File: src/rtl/plmc_pkg.sv
package plmc_pkg;

    typedef enum logic {
        PATH_REG  = 1'b0,
        PATH_COMB = 1'b1
    } path_e;

    typedef enum logic {
        POL_LOW  = 1'b0,
        POL_HIGH = 1'b1
    } pol_e;

    typedef struct packed {
        path_e path;
        pol_e  pol;
    } cell_cfg_t;

    typedef enum logic [1:0] {
        SRC_SUM   = 2'd0,
        SRC_SET   = 2'd1,
        SRC_PIN   = 2'd2,
        SRC_CLEAR = 2'd3
    } flop_src_e;

    function automatic flop_src_e pick_src(input logic por, input logic load, input logic set);
        if (por)       return SRC_CLEAR;
        else if (load) return SRC_PIN;
        else if (set)  return SRC_SET;
        else           return SRC_SUM;
    endfunction

    function automatic logic apply_pol(input logic v, input pol_e p);
        return (p == POL_HIGH) ? v : ~v;
    endfunction

endpackage

File: src/rtl/plmc_ctrl.sv
module plmc_ctrl
    import plmc_pkg::*;
(
    input  logic      rst,
    input  logic      preload_i,
    input  logic      spreset_i,
    output flop_src_e src_o
);
    always_comb begin
        src_o = pick_src(rst, preload_i, spreset_i);
    end
endmodule

File: src/rtl/plmc_flop.sv
module plmc_flop
    import plmc_pkg::*;
(
    input  logic      clk,
    input  logic      clr_async_i,
    input  flop_src_e src_i,
    input  logic      sum_i,
    input  logic      pin_i,
    output logic      q_o
);
    always_ff @(posedge clk or posedge clr_async_i) begin
        if (clr_async_i) begin
            q_o <= 1'b0;
        end else begin
            unique case (src_i)
                SRC_CLEAR: q_o <= 1'b0;
                SRC_PIN:   q_o <= pin_i;
                SRC_SET:   q_o <= 1'b1;
                default:   q_o <= sum_i;
            endcase
        end
    end
endmodule

File: src/rtl/plmc_outsel.sv
module plmc_outsel
    import plmc_pkg::*;
(
    input  cell_cfg_t cfg_i,
    input  logic      q_i,
    input  logic      sum_i,
    input  logic      pin_i,
    input  logic      oe_term_i,
    input  logic      preload_i,
    output logic      drive_o,
    output logic      oe_o,
    output logic      fb_o
);
    logic chosen;

    always_comb begin
        chosen  = (cfg_i.path == PATH_COMB) ? sum_i : q_i;
        drive_o = apply_pol(chosen, cfg_i.pol);
        oe_o    = oe_term_i & ~preload_i;
        fb_o    = (cfg_i.path == PATH_COMB) ? pin_i : q_i;
    end
endmodule

File: src/rtl/plmc_cell.sv
module plmc_cell
    import plmc_pkg::*;
#(
    parameter int NCELL = 4
) (
    input  logic             clk,
    input  logic             rst,
    input  logic [NCELL-1:0] sum_i,
    input  logic             areset_term_i,
    input  logic             spreset_term_i,
    input  logic [NCELL-1:0] oe_term_i,
    input  logic [NCELL-1:0] path_sel_i,
    input  logic [NCELL-1:0] pol_sel_i,
    input  logic             preload_i,
    input  logic [NCELL-1:0] pin_in_i,
    output logic [NCELL-1:0] pin_drive_o,
    output logic [NCELL-1:0] pin_oe_o,
    output logic [NCELL-1:0] fb_o
);
    flop_src_e        src;
    logic [NCELL-1:0] q_state;

    plmc_ctrl u_ctrl (
        .rst       (rst),
        .preload_i (preload_i),
        .spreset_i (spreset_term_i),
        .src_o     (src)
    );

    for (genvar g = 0; g < NCELL; g++) begin : g_cell
        cell_cfg_t cfg;

        always_comb begin
            cfg.path = path_e'(path_sel_i[g]);
            cfg.pol  = pol_e'(pol_sel_i[g]);
        end

        plmc_flop u_flop (
            .clk         (clk),
            .clr_async_i (areset_term_i),
            .src_i       (src),
            .sum_i       (sum_i[g]),
            .pin_i       (pin_in_i[g]),
            .q_o         (q_state[g])
        );

        plmc_outsel u_out (
            .cfg_i     (cfg),
            .q_i       (q_state[g]),
            .sum_i     (sum_i[g]),
            .pin_i     (pin_in_i[g]),
            .oe_term_i (oe_term_i[g]),
            .preload_i (preload_i),
            .drive_o   (pin_drive_o[g]),
            .oe_o      (pin_oe_o[g]),
            .fb_o      (fb_o[g])
        );
    end
endmodule

File: config.mk
export PLATFORM = sky130hd
export DESIGN_NAME = plmc_cell
export DESIGN_NICKNAME = d
export VERILOG_FILES = /design/src/rtl/plmc_pkg.sv /design/src/rtl/plmc_ctrl.sv /design/src/rtl/plmc_flop.sv /design/src/rtl/plmc_outsel.sv /design/src/rtl/plmc_cell.sv
export SDC_FILE = /design/constraint.sdc
export NUM_CORES = 1
export LEC_CHECK = 0
export ABC_AREA = 0
export BUFFER_PORTS_ARGS = -buffer_cell sky130_fd_sc_hd__buf_2
export CAP_MARGIN = 20
export CORE_MARGIN = 2
export CORE_UTILIZATION = 32
export DETAILED_ROUTE_END_ITERATION = 8
export HOLD_SLACK_MARGIN = 0.1
export PLACE_DENSITY = 0.8
export SYNTH_ARGS = -nofsm -noshare
export SYNTH_HDL_FRONTEND = slang
export SYNTH_SLANG_ARGS = --single-unit
File: constraint.sdc
create_clock -name clk -period 1.1 [get_ports clk]
set_input_delay 0.275 -clock clk [delete_from_list [all_inputs] [get_ports clk]]
set_output_delay 0.275 -clock clk [all_outputs]
set_load 0.02 [all_outputs]
[Word level (Yosys, flattened, before mapping)]
Index checks and enable logic that the tools add are counted.
W data, S select, Z words.
Word-level totals
  output and inout port bits: 12
  bits in registers: 4
Operators by class
  bitwise logic cells: 9
  equality and inequality tests: 3
  mux-type cells: 19
Operators with widths (count)
  $mux W1: 13
  $pmux W1 S3: 4
  $not A1 Y1: 5
  $and A1 B1 Y1: 4
  $eq A2 B2 Y1 const B: 2
  $mux W2: 2
  $eq A2 B1 Y1 const B: 1

[Longest topological paths before layout]
  word-level depth: 5
  depth in mapped cells: 3
  mapped depth without buffers: 2

[By module]
A second synthesis with hierarchy kept.
Second synthesis, totals
  cells, all modules: 39
  area, all modules: 357.8 um^2
By module, submodules not included
  plmc_flop: cells an instance 5, sequential area each 25.0 um^2, area an instance 48.8 um^2, times used 4
  plmc_outsel: cells an instance 4, sequential area each 0.0 um^2, area an instance 36.3 um^2, times used 4
  plmc_ctrl: cells an instance 3, sequential area each 0.0 um^2, area an instance 17.5 um^2, times used 1

[Worst setup path after synthesis]
No wires, ideal clock.
  kind: register -> output
  start: register g_cell[0].u_flop.q_o
  end: output pin_drive_o[0]
  path slack: 0.035 ns
  stages on the path, launching flop included: 4
  data arrival time: 0.790 ns
  cells stage by stage: dfrtp_1 mux2i_1 xor2_1 buf_4
Between the ends
  word-level cells in the longest chain between the ends: 3
RTL lines
  start: declaration: RTL line plmc_flop.sv:9  | output logic q_o
  start signal: assignment: RTL line plmc_flop.sv:17  | SRC_PIN: q_o <= pin_i;
  start signal: assignment: RTL line plmc_flop.sv:19  | default: q_o <= sum_i;
  $mux W1 *: RTL line plmc_outsel.sv:17  | chosen = (cfg_i.path == PATH_COMB) ? sum_i : q_i;
  $not A1 Y1: RTL line plmc_pkg.sv:33  | return (p == POL_HIGH) ? v : ~v;
  $mux W1 *: RTL line plmc_pkg.sv:33
  end: declaration: RTL line plmc_cell.sv:16  | output logic [NCELL-1:0] pin_drive_o,
Every way passes the cells marked *; elsewhere a longest branch is shown, timed or not.

[Worst setup path after layout]
  start: register g_cell[1].u_flop.q_o
  end: output pin_drive_o[1]
Between the ends
  word-level cells in the longest chain between the ends: 3
RTL lines (RTL line)
  start: declaration: plmc_flop.sv:9
  start signal: assignment: plmc_flop.sv:17
  start signal: assignment: plmc_flop.sv:19
  $mux W1 *: plmc_outsel.sv:17
  $not A1 Y1: plmc_pkg.sv:33
  $mux W1 *: plmc_pkg.sv:33
Marked as above.

==> results by group <==
Run status
  – Status: finished with violations
  – Violated checks: negative setup slack

Pwr
  – PwrDens: 946 nW/µm²
  – Peak VDD IR: 0.500 mV
  – Pwr Total: 0.610 mW
  – Leak: 0.364 nW

Clocking
  – Clock transition at path regs: 0.04 ns
  – Clock Tree Root: clkbuf_4
  – Total clock buffers created by CTS: 3
  – Clk buf depth: 2
  – Setup Buffers After CTS: 0
  – TritonCTS clock tree: built
  – Clk sinks: 4
  – # H-tree levels: 1

Global routing
  – Total track usage: 0.110
  – Pin count of the biggest net entering global routing: 9
  – Vias in the first global route: 305
  – GRT overflow: 0
  – Initial antenna violation count: 0
  – First-pass GRT wire length: 1.15 mm

Run
  – Max Cap Viol: 0

Cells and area
  – FILL cells: 136
  – Most frequent cells in the layout: buf_2, buf_4, nor3_1
  – Most common cell after layout, fill and taps aside: buf_2
  – Reg area: 100 µm²
  – Max reg flops: 4
  – Multi-input logic area: 230 µm²
  – Fin nets: 106
  – Area Overhead vs Synth: 49.6%
  – # diodes: 0
  – Regs by FF count: g_cell.u_flop.q_o x4
  – Share of layout cells above drive strength 1: 0.646
  – Register bank with the most flops: g_cell.u_flop.q_o

Timing
  – Endpoints failing setup: 8
  – Final WS setup: -0.246 ns
  – Final hold violation count: 0
  – Fin crit share: 1.22
  – RSZ-0062 raised after global routing: true
  – FMAX: 743 MHz
  – Slew Viols, Final: 0
  – Headroom to the max-slew limit: 0.890
  – Final hold slack: 0.269 ns
  – Worst-Margin Slew: 0.160 ns
  – Tmin final: 1.35 ns

Floorplan
  – Placement row count: 13
  – Core area: 1280 µm²
  – Die width: 40.7 µm
  – Die height: 40.7 µm
  – Starting Density: 0.336
  – I/O Pins: 37
  – Total Die Area: 1660 µm²

Placed design
  – Hpwl dp: 759 µm
  – RePlAce Congestion: 0.597
  – Pre-CTS setup slack: -0.0958 ns
  – Input/output buffers: 36

Detailed routing
  – DRT Pass-1 Iters: 2
  – Post-DR wirelength/cell: 9.43 µm
  – Vias per cell: 4.31
  – Drt total wl: 886 µm
  – Post-DRT Antenna Nets: 0
  – Initial DRC count: 3
  – Vias: 405
  – Drc violations: 0

Setup path
  – CP Class: flop to primary output
  – Crit end category: primary output
  – Crit. Startpoint: g_cell[1].u_flop.q_o
  – Critical path startpoint category: flop
  – Data required time of the critical path: 0.82 ns
  – CP Data Arrival Time: 1.07 ns
  – Critical path peak fanout: 2

Synthesis
  – Syn Inst Count: 46
  – Mapped Area: 432 µm²
  – Yosys warns: 0
  – Synth unique cells: 10
  – Synthesized flop and latch total: 4
  – Avg Cell Area, Syn: 9.38 µm²
  – Seq/Total Area, Yosys: 0.232
  – Synth Net Count: 71

Hold path
  – Hold WC Path Type: primary input to flop
  – HP Start: rst
## cells in the mapped netlist
master | count | area share
and2b_1 | 4 | 0.070
nor2b_1 | 2 | 0.029
mux2_2 | 4 | 0.10
mux2i_1 | 4 | 0.093
dfrtp_1 | 4 | 0.23
nor2b_4 | 2 | 0.064
inv_1 | 1 | 0.0087
nor3_1 | 8 | 0.093
buf_4 | 13 | 0.23
xor2_1 | 4 | 0.081
## final timing paths
kind	to	slack [ns]	depth (start not counted)
setup / recovery	pin_drive_o[1]	-0.25	3
hold / removal	g_cell[0].u_flop.q_o	0.27	2
max in group asynchronous	g_cell[0].u_flop.q_o	0.48	3
min in group asynchronous	g_cell[1].u_flop.q_o	0.47	3
## cell type report
cell class | instances | share of cell area
well taps | 15 | 0.0291
multi-input cells | 28 | 0.357
inverters | 1 | 0.00581
flip-flops and latches | 4 | 0.155
clock buffers | 3 | 0.0349
repair buffers | 43 | 0.419
## layer usage
layer  up-vias  GRT usage  share of wire
met5         -          0              0
met4         0     0.0750         0.0068
met3         2     0.0380           0.13
met2        26      0.175           0.47
met1       168      0.121           0.39
li1        209          -              -
## worst max-delay path: stages, from the launching register on
cell	delay, ns
dfrtp_1	0.37
mux2i_1	0.16
xor2_1	0.16
buf_4	0.16
## power breakdown
| part | leakage, nW | switching [mW] | internal (mW) |
|---|---|---|---|
| combinational | 0.300 | 0.124 | 0.144 |
| sequential | 0.0501 | 0.00525 | 0.158 |
| clock | 0.0138 | 0.0576 | 0.122 |
## cell families after synthesis
family        Yosys count  share of synthesized area
flops                   4                      0.232
simple gates           16                      0.255
buf+inv                14                      0.235
xor+xnor                4                     0.0812
mux                     8                      0.197
## repair_timing
action                                 4_1_cts  5_1_grt
setup endpoints to repair                    8        8
pin swaps                                    4        0
resized for setup                           12        0
endpoints found under the hold margin        4        0
hold buffers                                 1        0
## through the flow
step	TNS, ns	instances	cell area, µm²	utilization
after detailed placement	-0.438	90	578	0.450
after CTS	-1.75	94	646	0.502
after global placement	-0.379	90	578	0.450
after floorplan	0	46	432	-
final	-1.65	94	646	0.502
after global routing	-1.99	94	646	0.502
Power figures use the tool's default switching activity.
